$ cat src/rtl/vid_contention.sv
module vid_contention #(
  parameter bit LATE_START = 1'b0
) (
  input  logic        clk,
  input  logic        rst_n,
  input  logic [1:0]  mode,
  input  logic [15:0] addr,
  input  logic [2:0]  bank,
  input  logic        mreq,
  output logic [16:0] tstate,
  output logic        frame_start,
  output logic        contended,
  output logic [2:0]  wait_ts
);
  localparam int EARLY_LEN = 69888;
  localparam int BANK_LEN  = 70908;
  localparam int EARLY_PER = 224;
  localparam int BANK_PER  = 228;
  localparam int EARLY_ST  = 14335 + int'(LATE_START);
  localparam int BANK_ST   = 14361;
  localparam int ACTIVE    = 128;
  localparam int LINES     = 192;

  logic [16:0] cnt;
  logic [7:0]  col;
  logic [8:0]  row;

  logic early, gate;
  assign early = (mode == 2'b00);
  assign gate  = mode[1];

  logic [16:0] len_m1, start;
  logic [7:0]  per_m1, col0;
  logic [8:0]  row0;
  assign len_m1 = early ? 17'(EARLY_LEN - 1) : 17'(BANK_LEN - 1);
  assign per_m1 = early ? 8'(EARLY_PER - 1) : 8'(BANK_PER - 1);
  assign start  = early ? 17'(EARLY_ST) : 17'(BANK_ST);
  assign col0   = early ? 8'(EARLY_ST % EARLY_PER) : 8'(BANK_ST % BANK_PER);
  assign row0   = early ? 9'(EARLY_ST / EARLY_PER) : 9'(BANK_ST / BANK_PER);

  always_ff @(posedge clk) begin
    if (!rst_n || cnt == len_m1) begin
      cnt <= '0;
      col <= '0;
      row <= '0;
    end else begin
      cnt <= cnt + 17'd1;
      if (col == per_m1) begin
        col <= '0;
        row <= row + 9'd1;
      end else begin
        col <= col + 8'd1;
      end
    end
  end

  logic       col_ge;
  logic [9:0] line;
  logic [8:0] wrap_pos;
  logic [7:0] pos;
  logic       active;
  logic [2:0] pat;

  assign col_ge   = (col >= col0);
  assign line     = {1'b0, row} - {1'b0, row0} - {9'd0, ~col_ge};
  assign wrap_pos = {1'b0, col} + {1'b0, per_m1} + 9'd1 - {1'b0, col0};
  assign pos      = col_ge ? (col - col0) : wrap_pos[7:0];
  assign active   = (cnt >= start) && (line < 10'(LINES)) && (pos < 8'(ACTIVE));
  assign pat      = (pos[2:0] == 3'd7) ? 3'd0 : 3'd6 - pos[2:0];

  logic hit, con_d;
  assign hit   = (addr[15:14] == 2'b01) || (!early && addr[15:14] == 2'b11 && bank[0]);
  assign con_d = hit && (!gate || mreq);

  always_ff @(posedge clk) begin
    if (!rst_n) begin
      contended <= 1'b0;
      wait_ts   <= 3'd0;
    end else begin
      contended <= con_d;
      wait_ts   <= (con_d && active) ? pat : 3'd0;
    end
  end

  assign tstate      = cnt;
  assign frame_start = (cnt == 17'd0);

  AST_WRAP: assert property (@(posedge clk) disable iff (!rst_n) (cnt == len_m1) |=> (tstate == 17'd0));
  AST_COUNT_STEP: assert property (@(posedge clk) disable iff (!rst_n) (cnt != len_m1) |=> (tstate == $past(cnt) + 17'd1));
  AST_EARLY_UPPER: assert property (@(posedge clk) disable iff (!rst_n) (early && addr[15]) |=> !contended);
  AST_GATE_MREQ: assert property (@(posedge clk) disable iff (!rst_n) (gate && !mreq) |=> (!contended && wait_ts == 3'd0));
  AST_WAIT_MAX: assert property (@(posedge clk) disable iff (!rst_n) wait_ts <= 3'd6);
  AST_BEFORE_START: assert property (@(posedge clk) disable iff (!rst_n) (cnt < start) |=> (wait_ts == 3'd0));
  AST_IDLE_ZERO: assert property (@(posedge clk) disable iff (!rst_n) !contended |-> (wait_ts == 3'd0));
endmodule

$ cat config.mk
export PLATFORM = sky130hd
export DESIGN_NAME = vid_contention
export DESIGN_NICKNAME = d
export VERILOG_FILES = /design/src/rtl/vid_contention.sv
export SDC_FILE = /design/constraint.sdc
export NUM_CORES = 1
export LEC_CHECK = 0
export BUFFER_PORTS_ARGS = -buffer_cell sky130_fd_sc_hd__buf_2
export CAP_MARGIN = 20
export CORE_MARGIN = 2
export CORE_UTILIZATION = 35
export DETAILED_ROUTE_END_ITERATION = 8
export GPL_TIMING_DRIVEN = 0
export PLACE_DENSITY = 0.64
export SETUP_SLACK_MARGIN = 0.2
export SLEW_MARGIN = 20
export SYNTH_ARGS = -nofsm -noshare
export SYNTH_HDL_FRONTEND = slang
export SYNTH_SLANG_ARGS = --single-unit
$ cat constraint.sdc
create_clock -name clk -period 5.2 [get_ports clk]
set_input_delay 1.04 -clock clk [delete_from_list [all_inputs] [get_ports clk]]
set_output_delay 1.04 -clock clk [all_outputs]
set_load 0.005 [all_outputs]
# After elaboration in Yosys (flattened, before gate mapping)
# Index checks and enable logic that the tools add are counted.
# totals
input_bits,24
word_cells,49
out_inout_bits,22
register_bits,38
# op_classes
reduce_logical,16
eq_ne,5
n_bitwise,3
n_mux,6
order_cmp,4
add_sub_neg,10
# op_table
op,count
adder 17 x 1 -> 17 bit (second input constant),1
== test 17 bit,1
>= comparator 17 x 14 -> 1 bit,1
zero test 17 bit,1
adder 8 x 1 -> 8 bit (second input constant),2
subtractor 8 bit,2
two-way mux 12 bit,1
two-way mux 6 bit,2
two-way mux 11 bit,1
< comparator 10 x 8 -> 1 bit (second input constant),1
subtractor 10 x 1 -> 10 bit,1
subtractor 9 x 6 -> 10 bit,1
adder 9 x 1 -> 9 bit (second input constant),1
adder 8 bit,1
== test 8 bit,1
>= comparator 8 bit,1
< comparator 8 bit (second input constant),1
two-way mux 8 bit,1
logical AND 1 bit,6
== test 3 bit (second input constant),1
zero test 1 bit,3
logical OR 1 bit,3
NOT 1 bit,3
OR reduction 3 bit,1
other kinds (6),6

# Longest topological paths before layout
# logic_depth
word_depth,11
depth_mapped,14
ltp_nobuf,14

# Worst setup path after synthesis
# OpenSTA, ideal clock, no wires.
# synth_timing
path_kind,input to register
startpoint,input port mode[1]
endpoint,register wait_ts[0]
stages,14
n_path_buf,0
t_arrival_ns,4.190
setup_time_ns,0.103
required_time_ns,5.097
setup_slack_ns,0.906
path_cell_list,nor2_1 inv_1 ha_1 a211oi_1 o21ai_1 nand2_1 inv_1 ha_1 a21o_1 a2111oi_1 o21bai_1 a22oi_1 nand4_2 a2111oi_2
# synth_between
elab_chain_len,11
elab_cells_between_ends,31
classes_between,add/sub (7); order compare (4); eq/ne (1); mux (5); bitwise (2); reduce/logical (12)
# synth_lines
element,line_no,text
"start, declared",6,"input logic [1:0] mode,"
zero test 2 bit,29,assign early = (mode == 2'b00);
"two-way mux 6 bit, on equally long branches","36, 38",
adder 8 bit / >= comparator 8 bit (equally long branches),"66, 64",
adder 8 x 1 -> 8 bit / NOT 1 bit (equally long branches),"66, 65",
subtractor 8 bit / subtractor 10 x 1 -> 10 bit (equally long branches),"66, 65",
two-way mux 8 bit / < comparator 10 x 8 -> 1 bit (equally long branches),"67, 68",
< comparator 8 bit / logical AND 1 bit (equally long branches),68,assign active = (cnt >= start) && (line < 10'(LINES)) && (pos < 8'(ACTIVE));
logical AND 1 bit,68,
logical AND 1 bit,81,wait_ts <= (con_d && active) ? pat : 3'd0;
NOT 1 bit (no source line),--,
OR reduction 3 bit (no source line),--,
"end signal, assigned",81,
"end, declared",13,output logic [2:0] wait_ts
# Several ways; a longest one is shown, not always the timed one.
# A chain may end at the register's enable or synchronous reset.

# Final worst setup path
# Ends and elaborated chain as after synthesis.

==> flow_metrics.tcl <==
set metrics [dict create \
    status "finished clean" \
    path_class "in -> reg" \
    critPathMaxStageDelay_ps 500 \
    slew_viol_final 0 \
    cap_violations 0 \
    setup_viol 0 \
    setup_ws_ps 650.2 \
    cts_sinks 38 \
    yosysUniqueCellTypes 45 \
    yosys_warnings 0 \
    synthArstFlopShare 0 \
    p_seq_frac 0.499 \
    slowest_stage "nor2_1" \
    ys_seq_area_frac 0.2856 \
    port_buffers 29 \
    final_core_util 0.4125 \
    clkPwrFrac 0.355 \
    ys_top_cells_by_count "53 x nor2_1, 41 x ha_1, 38 x dfxtp_1" \
    totalWireLength_mm 5.832 \
    cts_made_buffers 5 \
    fmax_mhz 219.8 \
    h-tree-depth 2 \
    wl_per_cell_um 12.87 \
    min_to "row[1]" \
    syn_inst 317 \
    grtUsageTotal 0.1501 \
    drive_above_1_share 0.1328 \
    core_sq_um 7331 \
    grt_pass1_vias 2310 \
    critPathLaunchType "input port" \
    cts_root_buf "clkbuf_8" \
    synth-main-ff-cell "dfxtp_1" \
    cp_top_family "compound AO/OA/AOI/OAI gates" \
    fin_skew_ps 5.713 \
    core.rowCount 31 \
    synth_edf_count 0 \
    yosysTopAreaCellShare 0.2856 \
    areaGrowthSynthToFinish_pct 13.53 \
    p_int_w 0.0004392 \
    crit_required_ps 5400 \
    synth-seq-cells 38 \
    dieArea_sq_um 8325 \
    die_h_um 91.24 \
    grt_start_max_net_pins 16 \
    reg2reg_slack_ps 1620 \
    multiInputGateArea_sq_um 1794 \
    hold_viol_final 0 \
    crit_buf_inv 3 \
    die_x_um 91.24 \
    vias_per_cell 5.053 \
    swShare 0.2720 \
    fin_nets 419 \
    r2r-end "wait_ts[0]" \
    rsz0062_at_grt "no" \
    overflow 0 \
    postPlaceCellArea_sq_um 2933 \
    critPathMaxFanout 15 \
    min_period_over_period 0.8750 \
    synth_nets 383 \
    place_congestion 0.8307 \
    place_ws_ps 104.5 \
    relSlewSlack 0.5813 \
    synth_top_area_cell "dfxtp_1" \
    regArea_sq_um 760.7 \
    grt_pass1_wl_mm 10.41 \
    fillerInstances 714 \
    endpoint_kind "flop" \
    cp_common_cell "ha_1" \
    dp.final_hpwl_mm 4.398 \
    drt_first_pass_iters 4 \
    hp-class "reg -> reg" \
    synthesis.area_sq_um 2664 \
    drt-initial-drc-count 71 \
    yosysMostFrequentCell "nor2_1" \
    power_frac_comb 0.146 \
    clk_path_buf_depth 2 \
    ioPinCount 46 \
    start_util 0.3634 \
    min_period_ps 4550 \
    grt_antenna_before_repair 0 \
    r2r_start "col[2]" \
    vdd_ir_drop_max_uv 89.27 \
    crit_chain "buf_2, nor2_1, inv_2, ha_1, a211oi_1, o21ai_1, nand2_1, inv_1, ha_1, a21o_1, a2111oi_1, o21bai_1, a22oi_1, nand4_2, a2111oi_2" \
    worstSkewPairLatency_ps 290 \
    ys_top_cells_by_area "dfxtp_1 29%, ha_1 19%, nor2_1 7.5%" \
    hold_start "row[1]" \
    finalSetupTns_ps 0 \
    syn_area_per_cell_sq_um 8.403 \
    whs_path_depth 2 \
    fin_area_sq_um 3024 \
    tritoncts "done" \
    hold_slack_ps 533.7 \
    antenna_left 0 \
    powerDensity_nw_per_um2 199.5 \
    path_clk_slew_ps 80 \
    tightest_slew_ps 625.7 \
    worst-r2r-cell-count 14 \
    vias 2289 \
    critPathArrivalTime_ps 4750 \
    p_leak_nw 1.334 \
    drc 0 \
    antenna_cells 0 \
    p_sw_w 0.0001641 \
]
placed cells by master, fill, tap and decap left out, drive strengths merged, types with 2 or more instances in the layout:
cell type / synthesis / final
nor2: 53 / 53
ha: 41 / 41
dfxtp: 38 / 38
buf: 3 / 32
xnor2: 21 / 21
inv: 20 / 20
nand3: 19 / 19
nand2: 18 / 18
xor2: 14 / 14
o21ai: 11 / 11
clkbuf: 4 / 11
nand4: 10 / 10
a21oi: 9 / 9
a211oi: 8 / 8
nor3: 6 / 6
and3: 5 / 5
a21o: 3 / 3
a211o: 3 / 3
a2111oi: 3 / 3
nor4: 2 / 2
or4: 2 / 2
o21bai: 2 / 2
mux2i: 2 / 2
or3: 2 / 2
o31ai: 2 / 2
or2: 2 / 2
clkinv: 1 / 2
kinds of logic after synthesis:
family	Yosys count	synth area share
compound gates	48	0.1315
xor+xnor	35	0.1151
fa+ha+maj	42	0.2001
buf+inv	28	0.04086
flops	38	0.2856
mux	2	0.007516
simple gates	124	0.2193
through the flow:
stage / cells / total power [W]
after floorplan: 317 / 0.0003721
after global placement: 445 / 0.0003929
after detailed placement: 445 / 0.0003953
after CTS: 453 / 0.0006094
after global routing: 453 / 0.0006402
final: 453 / 0.0006033
worst min-delay path, cell delays in order (launching register included):
cell and delay (ps):
dfxtp_1 350, o21ai_0 80, a21oi_1 60
layout make-up:
cell class / instances / share of cell area
inverter: 21 / 0.02607
multi-input combinational: 251 / 0.5933
clock inverter: 1 / 0.001655
tap: 99 / 0.04096
buffer: 7 / 0.009930
clock buffer: 7 / 0.02855
sequential: 38 / 0.2516
timing repair buffer: 29 / 0.04799
worst max-delay path by stage:
stage,endpoint,startpoint,cells past startpoint
2_1_floorplan,wait_ts[0],mode[1],14
3_3_place_gp,wait_ts[0],mode[1],15
3_5_place_dp,wait_ts[0],mode[1],15
4_1_cts,wait_ts[0],mode[1],15
5_1_grt,wait_ts[0],mode[1],15
6_report,wait_ts[0],mode[1],15
repair_timing:
| action | in CTS | in global routing |
|---|---|---|
| setup endpoints to repair | 0 | 2 |
| buffers inserted | 0 | 0 |
| hold buffers | 0 | 0 |
| hold endpoints to repair | 0 | 0 |
| gates resized for setup | 0 | 1 |
sequential cells by signal, indices dropped and copies added, names as in the netlist:
name       cells
col            8
contended      1
row            9
tstate        17
wait_ts        3
per-layer routing:
layer | vias up | GRT usage | routed length [um]
li1 | 1182 | - | -
met3 | 7 | 0.03071 | 179
met4 | 0 | 0.03535 | 55
met1 | 1062 | 0.1970 | 2934
met2 | 38 | 0.2525 | 2663
met5 | - | 0 | 0
power by group through the flow:
| stage | Clock [W] | Combinational (W) | Sequential (W) |
|---|---|---|---|
| 2_1_floorplan | 0 | 0.0000655 | 0.000307 |
| 3_3_place_gp | 0 | 0.0000852 | 0.000308 |
| 3_5_place_dp | 0 | 0.0000875 | 0.000308 |
| 4_1_cts | 0.000220 | 0.0000882 | 0.000301 |
| 5_1_grt | 0.000236 | 0.000102 | 0.000302 |
| 6_report | 0.000214 | 0.0000881 | 0.000301 |
No activity file was read; power rests on OpenSTA's default activity.
